[src/rtl/svcwd_pkg.sv]
package svcwd_pkg;

  localparam logic [15:0] KEY_ARM    = 16'h5555;
  localparam logic [15:0] KEY_FIRE   = 16'hAAAA;
  localparam logic [2:0]  OFS_CTRL   = 3'd0;
  localparam logic [2:0]  OFS_SVC    = 3'd2;
  localparam logic [2:0]  OFS_CAUSE  = 3'd4;

  typedef struct packed {
    logic [7:0] wt;
    logic       flag7;
    logic [1:0] rsv;
    logic       flag4;
    logic       flag3;
    logic       en;
    logic       dbg_frz;
    logic       lp_frz;
  } ctrl_t;

  // number of half-second ticks a timeout value spans
  function automatic int unsigned ticks_for(input logic [7:0] wt);
    return int'(wt) + 1;
  endfunction

  // control word as presented on the bus
  function automatic logic [15:0] ctrl_view(input ctrl_t c);
    ctrl_t v;
    v     = c;
    v.rsv = 2'b00;
    return v;
  endfunction

endpackage

[src/rtl/svcwd_prescale.sv]
module svcwd_prescale #(
  parameter int unsigned DIV = 16
) (
  input  logic clk,
  input  logic rst_n,
  input  logic clear,
  input  logic run,
  input  logic strobe,
  output logic tick
);
  localparam int unsigned PW = (DIV > 1) ? $clog2(DIV) : 1;
  localparam logic [PW-1:0] LAST = PW'(DIV - 1);

  logic [PW-1:0] pre_q;

  assign tick = run && strobe && !clear && (pre_q == LAST);

  always_ff @(posedge clk or negedge rst_n) begin
    if (!rst_n)                pre_q <= '0;
    else if (clear)            pre_q <= '0;
    else if (run && strobe)    pre_q <= (pre_q == LAST) ? '0 : pre_q + 1'b1;
  end

  // a frozen or disabled prescaler keeps its partial count
  a_r8_frozen_hold: assert property (@(posedge clk) disable iff (!rst_n)
    (!run && !clear) |=> $stable(pre_q));

  // a load empties the partial count
  a_r10_clear_empties: assert property (@(posedge clk) disable iff (!rst_n)
    clear |=> (pre_q == '0));

endmodule

[src/rtl/svcwd_keyseq.sv]
module svcwd_keyseq
  import svcwd_pkg::*;
(
  input  logic        clk,
  input  logic        rst_n,
  input  logic        svc_we,
  input  logic [15:0] svc_data,
  output logic        reload_req
);
  logic armed_q;

  assign reload_req = svc_we && (svc_data == KEY_FIRE) && armed_q;

  always_ff @(posedge clk or negedge rst_n) begin
    if (!rst_n)       armed_q <= 1'b0;
    else if (svc_we)  armed_q <= (svc_data == KEY_ARM);
  end

  // any service write other than the arming key leaves it disarmed
  a_r4_stray_disarms: assert property (@(posedge clk) disable iff (!rst_n)
    (svc_we && svc_data != KEY_ARM) |=> !armed_q);

  // arming only follows a write of the first key
  a_r4_arm_source: assert property (@(posedge clk) disable iff (!rst_n)
    $rose(armed_q) |-> $past(svc_we && svc_data == KEY_ARM));

endmodule

[src/rtl/svcwd_count.sv]
module svcwd_count #(
  parameter int unsigned CW = 8
) (
  input  logic          clk,
  input  logic          rst_n,
  input  logic          load,
  input  logic [CW-1:0] load_val,
  input  logic          tick,
  output logic          expire
);
  logic [CW-1:0] cnt_q;

  assign expire = tick && !load && (cnt_q == '0);

  always_ff @(posedge clk or negedge rst_n) begin
    if (!rst_n)     cnt_q <= '0;
    else if (load)  cnt_q <= load_val;
    else if (tick)  cnt_q <= (cnt_q == '0) ? load_val : cnt_q - 1'b1;
  end

  // a load places the timeout value in the counter
  a_r3_load_value: assert property (@(posedge clk) disable iff (!rst_n)
    load |=> (cnt_q == $past(load_val)));

  // each tick away from zero takes exactly one step
  a_r3_one_step: assert property (@(posedge clk) disable iff (!rst_n)
    (tick && !load && cnt_q != '0) |=> (cnt_q == $past(cnt_q) - 1'b1));

endmodule

[src/rtl/svcwd_rsthold.sv]
module svcwd_rsthold #(
  parameter int unsigned HOLD = 32
) (
  input  logic clk,
  input  logic rst_n,
  input  logic fire,
  output logic rst_out
);
  localparam int unsigned HW = $clog2(HOLD + 1);

  logic [HW-1:0] left_q;

  always_ff @(posedge clk or negedge rst_n) begin
    if (!rst_n) begin
      rst_out <= 1'b0;
      left_q  <= '0;
    end else if (fire) begin
      rst_out <= 1'b1;
      left_q  <= HW'(HOLD - 1);
    end else if (left_q != '0) begin
      left_q  <= left_q - 1'b1;
    end else begin
      rst_out <= 1'b0;
    end
  end

  // an expiry raises the request on the next edge
  a_r7_fire_raises: assert property (@(posedge clk) disable iff (!rst_n)
    fire |=> rst_out);

  // the request never drops while hold cycles remain
  a_r7_no_early_drop: assert property (@(posedge clk) disable iff (!rst_n)
    (rst_out && left_q != '0) |=> rst_out);

endmodule

[src/rtl/svc_watchdog.sv]
module svc_watchdog
  import svcwd_pkg::*;
#(
  parameter int unsigned STROBES_PER_TICK = 16,
  parameter int unsigned RST_HOLD_CYCLES  = 32
) (
  input  logic        clk,
  input  logic        rst_n,
  input  logic [2:0]  bus_addr,
  input  logic        bus_we,
  input  logic [15:0] bus_wdata,
  output logic [15:0] bus_rdata,
  input  logic        time_strobe,
  input  logic        dbg_halt,
  input  logic        lp_mode,
  output logic        wd_reset_out
);
  ctrl_t       ctrl_q;
  logic [1:0]  cause_q;   // bit1 timeout, bit0 power-on

  // named internal events
  logic        wr_ctrl, wr_svc;
  logic        enable_now, reload_req, load, tick, expire;
  logic        frozen, run;
  logic [7:0]  load_wt;
  logic        unused_rsv;

  assign unused_rsv = ^bus_wdata[6:5];

  assign wr_ctrl    = bus_we && (bus_addr == OFS_CTRL);
  assign wr_svc     = bus_we && (bus_addr == OFS_SVC);
  assign enable_now = wr_ctrl && bus_wdata[2] && !ctrl_q.en;
  assign load       = enable_now || (reload_req && ctrl_q.en);
  assign load_wt    = enable_now ? bus_wdata[15:8] : ctrl_q.wt;
  assign frozen     = (ctrl_q.dbg_frz && dbg_halt) || (ctrl_q.lp_frz && lp_mode);
  assign run        = ctrl_q.en && !frozen;

  always_ff @(posedge clk or negedge rst_n) begin
    if (!rst_n) begin
      ctrl_q <= '0;
    end else if (wr_ctrl) begin
      ctrl_q.wt      <= bus_wdata[15:8];
      ctrl_q.flag7   <= bus_wdata[7];
      ctrl_q.rsv     <= 2'b00;
      ctrl_q.flag4   <= bus_wdata[4];
      ctrl_q.flag3   <= bus_wdata[3];
      ctrl_q.en      <= ctrl_q.en | bus_wdata[2];
      ctrl_q.dbg_frz <= bus_wdata[1];
      ctrl_q.lp_frz  <= bus_wdata[0];
    end
  end

  always_ff @(posedge clk or negedge rst_n) begin
    if (!rst_n)      cause_q <= 2'b01;
    else if (expire) cause_q <= 2'b10;
  end

  always_comb begin
    case (bus_addr)
      OFS_CTRL:  bus_rdata = ctrl_view(ctrl_q);
      OFS_CAUSE: bus_rdata = {14'd0, cause_q};
      default:   bus_rdata = 16'd0;
    endcase
  end

  svcwd_keyseq u_keyseq (
    .clk        (clk),
    .rst_n      (rst_n),
    .svc_we     (wr_svc),
    .svc_data   (bus_wdata),
    .reload_req (reload_req)
  );

  svcwd_prescale #(.DIV(STROBES_PER_TICK)) u_prescale (
    .clk    (clk),
    .rst_n  (rst_n),
    .clear  (load),
    .run    (run),
    .strobe (time_strobe),
    .tick   (tick)
  );

  svcwd_count #(.CW(8)) u_count (
    .clk      (clk),
    .rst_n    (rst_n),
    .load     (load),
    .load_val (load_wt),
    .tick     (tick),
    .expire   (expire)
  );

  svcwd_rsthold #(.HOLD(RST_HOLD_CYCLES)) u_rsthold (
    .clk     (clk),
    .rst_n   (rst_n),
    .fire    (expire),
    .rst_out (wd_reset_out)
  );

  // enable stays set once written
  a_r5_enable_sticky: assert property (@(posedge clk) disable iff (!rst_n)
    ctrl_q.en |=> ctrl_q.en);

  // a disabled watchdog never expires
  a_r2_idle_quiet: assert property (@(posedge clk) disable iff (!rst_n)
    !ctrl_q.en |-> !expire);

  // expiry records the timeout cause
  a_r7_cause_set: assert property (@(posedge clk) disable iff (!rst_n)
    expire |=> (cause_q == 2'b10));

  // a reload is only honoured while enabled and clears the prescaler
  a_r4_load_gate: assert property (@(posedge clk) disable iff (!rst_n)
    load |-> !tick);

endmodule

[config.mk]
export PLATFORM = sky130hd
export DESIGN_NAME = svc_watchdog
export DESIGN_NICKNAME = d
export VERILOG_FILES = /design/src/rtl/svcwd_pkg.sv /design/src/rtl/svcwd_prescale.sv /design/src/rtl/svcwd_keyseq.sv /design/src/rtl/svcwd_count.sv /design/src/rtl/svcwd_rsthold.sv /design/src/rtl/svc_watchdog.sv
export SDC_FILE = /design/constraint.sdc
export NUM_CORES = 1
export LEC_CHECK = 0
export ABC_AREA = 1
export BUFFER_PORTS_ARGS = -buffer_cell sky130_fd_sc_hd__buf_2
export CELL_PAD_IN_SITES_DETAIL_PLACEMENT = 0
export CELL_PAD_IN_SITES_GLOBAL_PLACEMENT = 1
export CORE_MARGIN = 2
export CORE_UTILIZATION = 40
export DETAILED_ROUTE_END_ITERATION = 8
export GPL_TIMING_DRIVEN = 0
export HOLD_SLACK_MARGIN = 0.05
export MAX_ROUTING_LAYER = met4
export PLACE_DENSITY_LB_ADDON = 0.05
export SLEW_MARGIN = 20
export SYNTH_ARGS = -nofsm -noshare
export SYNTH_HDL_FRONTEND = slang
export SYNTH_SLANG_ARGS = --single-unit
export TNS_END_PERCENT = 30
[constraint.sdc]
create_clock -name clk -period 4.9 [get_ports clk]
set_input_delay 0.49 -clock clk [delete_from_list [all_inputs] [get_ports clk]]
set_output_delay 0.49 -clock clk [all_outputs]
set_load 0.005 [all_outputs]
==> results.tsv, run 1 <==
stage	metric	value	unit
outcome	status	finished, final reports clean	
power_and_ir_drop	power_density	511	mW/mm2
worst_setup_path	critPathLaunch	bus_addr[2]	
clocking	clk_pin_slew	80	ps
clocking	postCtsHoldBufs	0	
logic_synthesis	synth_edf_count	0	
drt	wl_per_cell	12.2	um
flow_run	drv_cap	0	
min_path	hp-class	in -> async	
timing	report.final.slew_viol_count	0	
worst_setup_path	worstSetupPathType	in -> out	
worst_setup_path	crit_path_top_delay_cell	clkbuf_1	
drt	wl_met2	2280	um
placement	io_buffers	39	
worst_setup_path	crit_fanout	10	
timing	fin_worst_skew	6.75	ps
timing	setup_violations	0	
clocking	worstSkewPairLatency	290	ps
worst_setup_path	path_cells	buf_2 > inv_1 > nand2_4 > clkbuf_1 > nor2_1 > buf_2	
logic_synthesis	synthesis.area	0.00220	mm2
timing	period_share	39.5	%
clocking	root_buffer	clkbuf_8	
drt	route.met3.wl	155	um
cells_and_area	syn_to_final_growth	17.3	%
drt	highest_layer	met4	
worst_setup_path	arrival	1450	ps
worst_setup_path	worstPathRequired	4410	ps
grt	track_usage	19.2	%
timing	max_freq	516	MHz
die	rows	26	
die	die_w	78.1	um
cells_and_area	regArea	902	um2
logic_synthesis	syn_inst	299	
grt	grt_pass1_wl	9010	um
logic_synthesis	yosysTopAreaCell	dfrtp_1	
die	io_pins	42	
cells_and_area	multiInputGateArea	0.00108	mm2
clocking	cts_resized	0	
power_and_ir_drop	p_sw_share	43.9	%
power_and_ir_drop	p_clk_share	16.7	%
grt	grt_overflow	0	
drt	wl	5080	um
drt	vias	1900	
power_and_ir_drop	p_int	0.739	mW
logic_synthesis	seq_area_frac_synth	41.1	%
logic_synthesis	ys_seq_elements	36	
timing	finalSetupTns	0	ps
logic_synthesis	synth_cell_types	34	
logic_synthesis	ys.warnings.count	0	
clocking	postCtsSetupRepairBufs	0	
power_and_ir_drop	peakVddDrop	254	uV
worst_setup_path	crit_top_cell	buf_2	
logic_synthesis	synthArstFlopShare	100	%
power_and_ir_drop	combPwrFrac	48.6	%
drt	wl_met1	2580	um
cells_and_area	final_util	49.5	%
grt	grt_pass1_vias	1958	
power_and_ir_drop	switchingPower	0.578	mW
worst_setup_path	path_delay_family	buffers and inverters	
logic_synthesis	synth.area.top_cells	dfrtp_1, nand2_1, inv_1	
cells_and_area	drive_gt1_share	20.2	%
drt	dr.first_iter.drc_count	66	
power_and_ir_drop	seqPwrFrac	34.7	%
die	die_h	78.1	um
die	coreArea	0.00520	mm2
timing	relSlewSlack	43.6	%
power_and_ir_drop	power_leakage	1.39	nW
timing	period_needed	1940	ps
placement	dp_hpwl	3760	um
worst_setup_path	critPathMaxStageDelay	400	ps
timing	worst-slew-pin-transition	846	ps
cells_and_area	diodes	0	
drt	drtPass1Iterations	4	
cells_and_area	nets	375	
logic_synthesis	yosys_most_used_dff	dfrtp_1	
logic_synthesis	yosysTopAreaCellShare	39.9	%
worst_setup_path	worstSetupStartpointType	input port	
drt	drc	0	
drt	vias_per_cell	4.56	
cells_and_area	nFillCells	552	
timing	finalHoldViolCount	0	
clocking	cts_buffers	5	
clocking	cts_max_level	2	
clocking	clock_sinks	36	
grt	antenna_found_initial	0	
worst_setup_path	worstSetupEndpointType	output pin	
die	initial_core_util	42.2	%
logic_synthesis	avgSynthCellArea	7.35	um2
clocking	cts_buffer_depth	2	
die	dieArea	0.00610	mm2
placement	gp_congestion	0.804	
clocking	cts_tree	built	
grt	grt_max_degree	37	
worst_setup_path	reg2reg_from	u_count.cnt_q[0]	
drt	postRouteAntennaNets	0	
worst_setup_path	critPathBufInv	4	
timing	rsz0062_at_grt	no	
-- worst reg2reg max path, delay by kind of cell (launching register included) --
kind	cells	cell delay [ps]
AOI/OAI and AO/OA	1	70
adders and majority gates	1	190
buffers and inverters	2	210
DFF	1	380
and+or+nand+nor	6	890
-- state kept, by name (all words and copies together), names as in the netlist --
name and cells:
cause_q 2, ctrl_q 14, u_count.cnt_q 8, u_keyseq.armed_q 1, u_prescale.pre_q 4, u_rsthold.left_q 6
u_rsthold.rst_out 1
-- Yosys cell counts, types with 2 or more instances --
| library cell | number |
|---|---|
| clkbuf_1 | 3 |
| nand2_1 | 87 |
| nand3_1 | 26 |
| inv_1 | 43 |
| xnor2_1 | 4 |
| ha_1 | 4 |
| nand3_2 | 2 |
| xor2_1 | 6 |
| nor2_1 | 32 |
| o21ai_1 | 3 |
| buf_6 | 2 |
| a21oi_1 | 5 |
| nor3_1 | 4 |
| nand2_4 | 3 |
| o21ai_0 | 18 |
| nor2_2 | 4 |
| dfrtp_1 | 35 |
| buf_4 | 2 |
-- kinds of logic (layout without fill, tap and decap cells) --
| kind of cell | count (synthesis) | after routing | synth area share (%) |
|---|---|---|---|
| DFF | 36 | 36 | 41.1 |
| xor gates and xnor gates | 10 | 10 | 3.99 |
| adders and majority gates | 4 | 4 | 2.28 |
| and+or+nand+nor | 168 | 168 | 35.8 |
| buffers and inverters | 51 | 98 | 9.74 |
| AOI/OAI and AO/OA | 29 | 29 | 6.95 |
| other | 1 | 2 | 0.171 |
-- area by class of cell --
type / count / share of cell area [%]
multi-input cells: 213 / 42.1
plain buffers: 7 / 1.89
flip-flops and latches: 36 / 35.0
clock buffers: 5 / 2.67
repair buffers: 39 / 7.58
well taps: 70 / 3.40
inverters: 44 / 6.41
clock inverters: 3 / 0.923
-- power groups by stage --
stage	Combinational, mW	Clock [mW]	Sequential (mW)
floorplan	0.518	0	0.448
global placement	0.644	0	0.461
detailed placement	0.650	0	0.462
CTS	0.650	0.229	0.457
global route	0.777	0.239	0.471
finish	0.640	0.220	0.457
-- path summary, 6_finish.rpt --
check                      cells after the start  slack, ps                  end
hold / removal                                 1        290            ctrl_q[9]
hold reg to reg                                2        460           cause_q[1]
min in group clk                               3        430           ctrl_q[15]
setup / recovery                               6       2960         bus_rdata[2]
max in group asynchronous                      1       4070            ctrl_q[8]
setup reg to reg                              10       3110  u_rsthold.left_q[0]
-- per-layer routing --
metal  track usage [%]  vias up
met2              30.7       30
li1                  -     1024
met4              5.26        0
met5                 -        -
met3              3.45        6
met1              25.3      840
-- stage by stage --
stage	std cells	setup slack, ps	hold slack [ps]	area [um2]	total power, mW
after CTS	417	2920	323	2580	1.34
after detailed placement	409	2960	441	2480	1.11
after floorplan	300	3320	194	2200	0.966
after global placement	409	2970	440	2480	1.11
final	417	2960	288	2580	1.32
after global routing	417	2830	372	2580	1.49
-- cells in the final DEF (no fill, tap or decap), types with 4 or more instances in the layout --
| cell type | netlist | routed |
|---|---|---|
| inv_1 | 43 | 43 |
| nand3_1 | 26 | 26 |
| o21ai_0 | 18 | 18 |
| xor2_1 | 6 | 6 |
| nor3_1 | 4 | 4 |
| nand2_1 | 87 | 87 |
| dfrtp_1 | 35 | 35 |
| ha_1 | 4 | 4 |
| buf_2 | 0 | 39 |
| clkbuf_8 | 0 | 5 |
| nor2_1 | 32 | 32 |
| xnor2_1 | 4 | 4 |
| a21oi_1 | 5 | 5 |
| nor2_2 | 4 | 4 |
Note: power is estimated with default switching activity, not from simulation.
==> run 2, diff against run 1 <==
- CORE_UTILIZATION: 40 -> 36
- clock period: 4.9 -> 1.7 ns (I/O delays scaled with it)
==> results.tsv, run 2 (synthesis gave the netlist of run 1 again) <==
stage	metric	value	unit	change
power_and_ir_drop	combPwrFrac	49.0	%	was 48.6%
worst_setup_path	critPathMaxStageDelay	390	ps	was 400 ps
timing	setup_violations	0		unchanged
cells_and_area	reg_top3	ctrl_q: 14 flops, u_count.cnt_q: 8 flops, u_rsthold.left_q: 6 flops		unchanged
worst_setup_path	path_cells	inv_2 > ha_4 > nand2_2 > nor2_4 > nand3_4 > nor2_4 > inv_4 > nand2_8 > nand2_1 > nand3_1 > nand2_1		was buf_2 > inv_1 > nand2_4 > clkbuf_1 > nor2_1 > buf_2
die	die_w	82.1	um	was 78.1 um
timing	finalHoldViolCount	0		unchanged
power_and_ir_drop	seqPwrFrac	28.3	%	was 34.7%
clocking	cts_max_level	2		unchanged
power_and_ir_drop	power_density	1680	mW/mm2	was 511 mW/mm2
clocking	cts_buffers	5		unchanged
clocking	root_buffer	clkbuf_8		unchanged
timing	finalSetupTns	0	ps	unchanged
timing	worst-slew-pin-transition	855	ps	was 846 ps
drt	dr.first_iter.drc_count	47		was 66
power_and_ir_drop	p_sw_share	40.9	%	was 43.9%
cells_and_area	final_util	47.0	%	was 49.5%
clocking	worstSkewPairLatency	290	ps	about the same
timing	rsz0062_at_grt	no		unchanged
grt	grt_pass1_vias	1838		was 1958
timing	max_freq	629	MHz	
cells_and_area	nets	381		was 375
placement	dp_cells	414		was 409
placement	io_buffers	39		unchanged
placement	placed_area	0.00249	mm2	was 0.00248 mm2
die	rows	28		was 26
timing	report.final.slew_viol_count	0		unchanged
clocking	clk_pin_slew	80	ps	about the same
worst_setup_path	worstSetupStartpointType	flop		was input port
grt	grt_max_degree	37		unchanged
die	dieArea	0.00674	mm2	was 0.00610 mm2
flow_run	drv_cap	0		unchanged
cells_and_area	layout_commonest_cell	nand2_1		unchanged
grt	track_usage	17.9	%	was 19.2%
grt	antenna_found_initial	0		unchanged
cells_and_area	fin_area	0.00278	mm2	was 0.00258 mm2
clocking	cts_tree	built		unchanged
cells_and_area	diodes	0		unchanged
cells_and_area	syn_to_final_growth	26.7	%	was 17.3%
drt	postRouteAntennaNets	0		unchanged
worst_setup_path	worstSetupPathType	reg -> reg		was in -> out
placement	dp_slack	-137	ps	was 2960 ps
worst_setup_path	worstSetupEndpointType	flop		was output pin
timing	fin_worst_skew	5.40	ps	was 6.75 ps
cells_and_area	final_cells	428		was 417
drt	drc	0		unchanged
timing	timing.final.ws_setup	111	ps	was 2960 ps
grt	grt_pass1_wl	8760	um	was 9010 um
power_and_ir_drop	peakVddDrop	855	uV	was 254 uV
drt	vias_per_cell	4.61		was 4.56
power_and_ir_drop	power_leakage	1.48	nW	was 1.39 nW
cells_and_area	final_cell_mix	nand2_1, inv_1, buf_2		unchanged
drt	drtPass1Iterations	4		unchanged
drt	wl	5300	um	was 5080 um
worst_setup_path	crit_fanout	8		was 10
worst_setup_path	worstPathRequired	1890	ps	was 4410 ps
die	initial_core_util	37.1	%	was 42.2%
timing	holdWs	105	ps	was 288 ps
min_path	hp-class	in -> reg		was in -> async
power_and_ir_drop	switchingPower	1.92	mW	was 0.578 mW
worst_setup_path	critPathBufInv	2		was 4
drt	vias	1971		was 1900
power_and_ir_drop	p_total	4.69	mW	was 1.32 mW
worst_setup_path	crit_path_top_delay_cell	dfrtp_1		was clkbuf_1
timing	relSlewSlack	43.0	%	was 43.6%
die	coreArea	0.00592	mm2	was 0.00520 mm2
timing	period_needed	1590	ps	
clocking	clock_sinks	36		unchanged
die	io_pins	42		unchanged
outcome	status	finished, final reports clean		unchanged
cells_and_area	top_register	ctrl_q		unchanged
cells_and_area	largest_register_ffs	14		unchanged
clocking	cts_buffer_depth	2		unchanged
drt	wl_per_cell	12.4	um	was 12.2 um
power_and_ir_drop	p_clk_share	22.7	%	was 16.7%
placement	dp_hpwl	3890	um	was 3760 um
timing	period_share	93.5	%	
grt	grt_overflow	0		unchanged
die	die_h	82.1	um	was 78.1 um
worst_setup_path	arrival	1770	ps	was 1450 ps
cells_and_area	drive_gt1_share	23.8	%	was 20.2%
power_and_ir_drop	p_int	2.77	mW	was 0.739 mW
worst_setup_path	path_delay_family	simple AND/OR/NAND/NOR gates		was buffers and inverters
placement	gp_congestion	0.779		was 0.804
==> run 2: power groups by stage <==
stage	Sequential, mW	Clock, mW	Combinational, mW
5_1_grt	1.36	1.13	2.65
6_report	1.33	1.07	2.29
3_5_place_dp	1.33	0	1.91
3_3_place_gp	1.33	0	1.88
2_1_floorplan	1.29	0	1.49
4_1_cts	1.32	1.09	2.01
==> run 2: cell type report <==
type,count,area (um2)
clock buffer,5,68.8
buffer,7,48.8
fill,639,3140
tap,75,93.8
clock inverter,3,90.1
multi-input combinational,213,1170
inverter,44,168
timing repair buffer,45,243
sequential,36,902
==> run 2: worst paths after layout <==
kind | from | end | slack [ps] | cells after the start
worst max-delay path | u_count.cnt_q[0] | u_count.cnt_q[5] | 110 | 11
worst min-delay path | bus_wdata[15] | ctrl_q[15] | 100 | 3
worst max register to register | u_count.cnt_q[0] | u_count.cnt_q[5] | 110 | 11
worst min register to register | cause_q[1] | cause_q[1] | 460 | 2
max in group asynchronous | rst_n | u_rsthold.left_q[0] | 640 | 2
min in group asynchronous | rst_n | ctrl_q[14] | 520 | 2
==> run 2: worst reg2reg max path, delay by kind of cell (launching register included) <==
| family | cells | cell delay [ps] |
|---|---|---|
| simple gates | 8 | 780 |
| fa+ha+maj | 1 | 140 |
| buf+inv | 2 | 170 |
| flops | 1 | 390 |
==> run 2: what timing repair did <==
action,4_1_cts,5_1_grt
cloned,0,0
endpoints found under the setup margin,12,17
hold buffers,1,0
endpoints found under the hold margin,35,0
gates resized for setup,6,14
buffers inserted,0,5
pin swaps,1,7
==> run 2: per-layer routing <==
layer | routed length [um] | part of all wire [%] | vias up | global-route usage [%]
li1 | - | - | 1029 | -
met3 | 170 | 3.2 | 7 | 3.37
met4 | 59 | 1.1 | 0 | 5.50
met2 | 2430 | 46 | 29 | 28.2
met1 | 2650 | 50 | 906 | 23.4
met5 | 0 | 0 | - | -
==> run 3, diff against run 2 <==
- CORE_UTILIZATION: 36 -> 40
- CTS_CLUSTER_DIAMETER: not set -> 150
- clock period: 1.7 -> 1.72 ns (I/O delays scaled with it)
==> results.tsv, run 3 (synthesis gave the netlist of run 1 again) <==
stage	metric	value	unit	change
outcome	status	finished, final reports clean		unchanged
timing	period_needed	1590	ps	about the same
timing	fin_worst_skew	5.84	ps	was 5.40 ps
cells_and_area	top_register	ctrl_q		unchanged
power_and_ir_drop	peakVddDrop	709	uV	was 855 uV
drt	drc	0		unchanged
drt	vias	1926		was 1971
cells_and_area	largest_register_ffs	14		unchanged
worst_setup_path	reg2reg_setup_slack	130	ps	was 110 ps
timing	report.final.slew_viol_count	0		unchanged
timing	timing.final.ws_setup	127	ps	was 111 ps
power_and_ir_drop	combPwrFrac	52.1	%	was 49.0%
placement	dp_slack	-92.4	ps	was -137 ps
power_and_ir_drop	p_int	2.26	mW	was 2.77 mW
grt	antenna_found_initial	0		unchanged
placement	gp_congestion	0.804		was 0.779
timing	finalSetupTns	0	ps	unchanged
grt	grt_pass1_vias	1982		was 1838
drt	dr.first_iter.drc_count	49		was 47
power_and_ir_drop	seqPwrFrac	32.4	%	was 28.3%
power_and_ir_drop	power_density	1530	mW/mm2	was 1680 mW/mm2
power_and_ir_drop	p_clk_share	15.5	%	was 22.7%
cells_and_area	final_cell_mix	nand2_1, inv_1, buf_2		unchanged
worst_setup_path	crit_fanout	8		unchanged
timing	worst-slew-pin-transition	845	ps	was 855 ps
cells_and_area	reg_top3	ctrl_q: 14 flops, u_count.cnt_q: 8 flops, u_rsthold.left_q: 6 flops		unchanged
worst_setup_path	crit_path_top_delay_cell	dfrtp_1		unchanged
worst_setup_path	worstSetupPathType	reg -> reg		unchanged
cells_and_area	nets	378		was 381
grt	grt_max_degree	37		unchanged
power_and_ir_drop	switchingPower	1.79	mW	was 1.92 mW
placement	io_buffers	39		unchanged
worst_setup_path	reg2reg_to	u_count.cnt_q[5]		unchanged
worst_setup_path	reg2reg_from	u_count.cnt_q[0]		unchanged
placement	dp_hpwl	3760	um	was 3890 um
worst_setup_path	worstPathRequired	1910	ps	was 1890 ps
power_and_ir_drop	p_sw_share	44.2	%	was 40.9%
drt	wl_per_cell	12.3	um	was 12.4 um
clocking	root_buffer	clkbuf_8		unchanged
die	io_pins	42		unchanged
clocking	cts_buffer_depth	2		unchanged
drt	drtPass1Iterations	4		unchanged
cells_and_area	fin_area	0.00265	mm2	was 0.00278 mm2
worst_setup_path	worstSetupStartpointType	flop		unchanged
die	die_w	78.1	um	was 82.1 um
placement	placed_area	0.00248	mm2	was 0.00249 mm2
timing	setup_violations	0		unchanged
worst_setup_path	critPathLaunch	u_count.cnt_q[0]		unchanged
clocking	clk_pin_slew	80	ps	about the same
min_path	hp-class	in -> reg		unchanged
clocking	clock_sinks	36		unchanged
timing	period_share	92.6	%	was 93.5%
flow_run	drv_cap	0		unchanged
clocking	cts_max_level	2		unchanged
cells_and_area	syn_to_final_growth	20.7	%	was 26.7%
die	dieArea	0.00610	mm2	was 0.00674 mm2
power_and_ir_drop	p_total	4.05	mW	was 4.69 mW
timing	finalHoldViolCount	0		unchanged
timing	max_freq	628	MHz	was 629 MHz
drt	vias_per_cell	4.59		was 4.61
cells_and_area	nFillCells	546		was 639
cells_and_area	layout_commonest_cell	nand2_1		unchanged
timing	holdWs	108	ps	was 105 ps
drt	wl	5160	um	was 5300 um
worst_setup_path	path_cells	inv_2 > ha_2 > nand2_2 > nor2_4 > nand3_4 > nor2_4 > inv_2 > nand2_4 > nand2_1 > nand3_1 > nand2_1		was inv_2 > ha_4 > nand2_2 > nor2_4 > nand3_4 > nor2_4 > inv_4 > nand2_8 > nand2_1 > nand3_1 > nand2_1
drt	postRouteAntennaNets	0		unchanged
worst_setup_path	timing.critical_path.to	u_count.cnt_q[5]		unchanged
power_and_ir_drop	power_leakage	1.42	nW	was 1.48 nW
clocking	cts_tree	built		unchanged
die	die_h	78.1	um	was 82.1 um
clocking	worstSkewPairLatency	290	ps	about the same
worst_setup_path	worstSetupEndpointType	flop		unchanged
grt	grt_overflow	0		unchanged
die	coreArea	0.00520	mm2	was 0.00592 mm2
cells_and_area	drive_gt1_share	22.6	%	was 23.8%
die	rows	26		was 28
cells_and_area	diodes	0		unchanged
clocking	cts_buffers	5		unchanged
die	initial_core_util	42.2	%	was 37.1%
grt	track_usage	19.4	%	was 17.9%
grt	grt_pass1_wl	9090	um	was 8760 um
worst_setup_path	critPathMaxStageDelay	390	ps	about the same
worst_setup_path	arrival	1780	ps	was 1770 ps
worst_setup_path	reg2reg_depth	11		unchanged
timing	relSlewSlack	43.7	%	was 43.0%
## run 3: area by class of cell
| cell class | count | area (um2) | area share (%) |
|---|---|---|---|
| Timing Repair Buffer | 42 | 220 | 8.31 |
| Clock inverter | 3 | 23.8 | 0.897 |
| Tap cell | 70 | 87.6 | 3.30 |
| Multi-Input combinational cell | 213 | 1130 | 42.8 |
| Inverter | 44 | 165 | 6.23 |
| Clock buffer | 5 | 68.8 | 2.60 |
| Buffer | 7 | 48.8 | 1.84 |
| Sequential cell | 36 | 902 | 34.0 |
## run 3: per-stage QoR
step | std cells | util (%)
3_3_place_gp | 409 | 47.7
5_1_grt | 420 | 50.9
3_5_place_dp | 409 | 47.7
6_report | 420 | 50.9
2_1_floorplan | 300 | -
4_1_cts | 418 | 50.0
## run 3: worst min path at each step
stage	from	to	slack, ps	cells past startpoint
final	bus_wdata[15]	ctrl_q[15]	110	3
after global routing	bus_wdata[10]	ctrl_q[10]	130	3
after CTS	bus_wdata[15]	ctrl_q[15]	100	3
after detailed placement	rst_n	ctrl_q[9]	330	1
after global placement	rst_n	ctrl_q[13]	320	1
after floorplan	rst_n	cause_q[1]	-120	0
## run 3: power groups by stage
stage | clock network (mW) | logic (mW) | registers (mW)
floorplan | 0 | 1.48 | 1.28
global placement | 0 | 1.84 | 1.31
detailed placement | 0 | 1.85 | 1.32
CTS | 0.652 | 1.94 | 1.31
global route | 0.681 | 2.50 | 1.35
finish | 0.628 | 2.11 | 1.31
## run 3: what timing repair did
item,CTS,global route
buffers inserted,0,2
setup endpoints to repair,8,17
hold buffers,1,0
pin swaps,1,4
hold endpoints to repair,35,0
gates resized for setup,4,9
## run 3: critical path: cells and delay by family (launching register included)
family                     cells  cell delay, ps
buffers and inverters          2             160
and+or+nand+nor                8             740
DFF                            1             390
adders and majority gates      1             190
## run 3: metal layers
metal  vias to the layer above  share of wire [%]  track usage (%)
li1                       1031                  -                -
met1                       856                 49             25.5
met2                        33                 46             30.9
met5                         -                  0                -
met3                         6                3.4             3.45
met4                         0                1.4             5.26
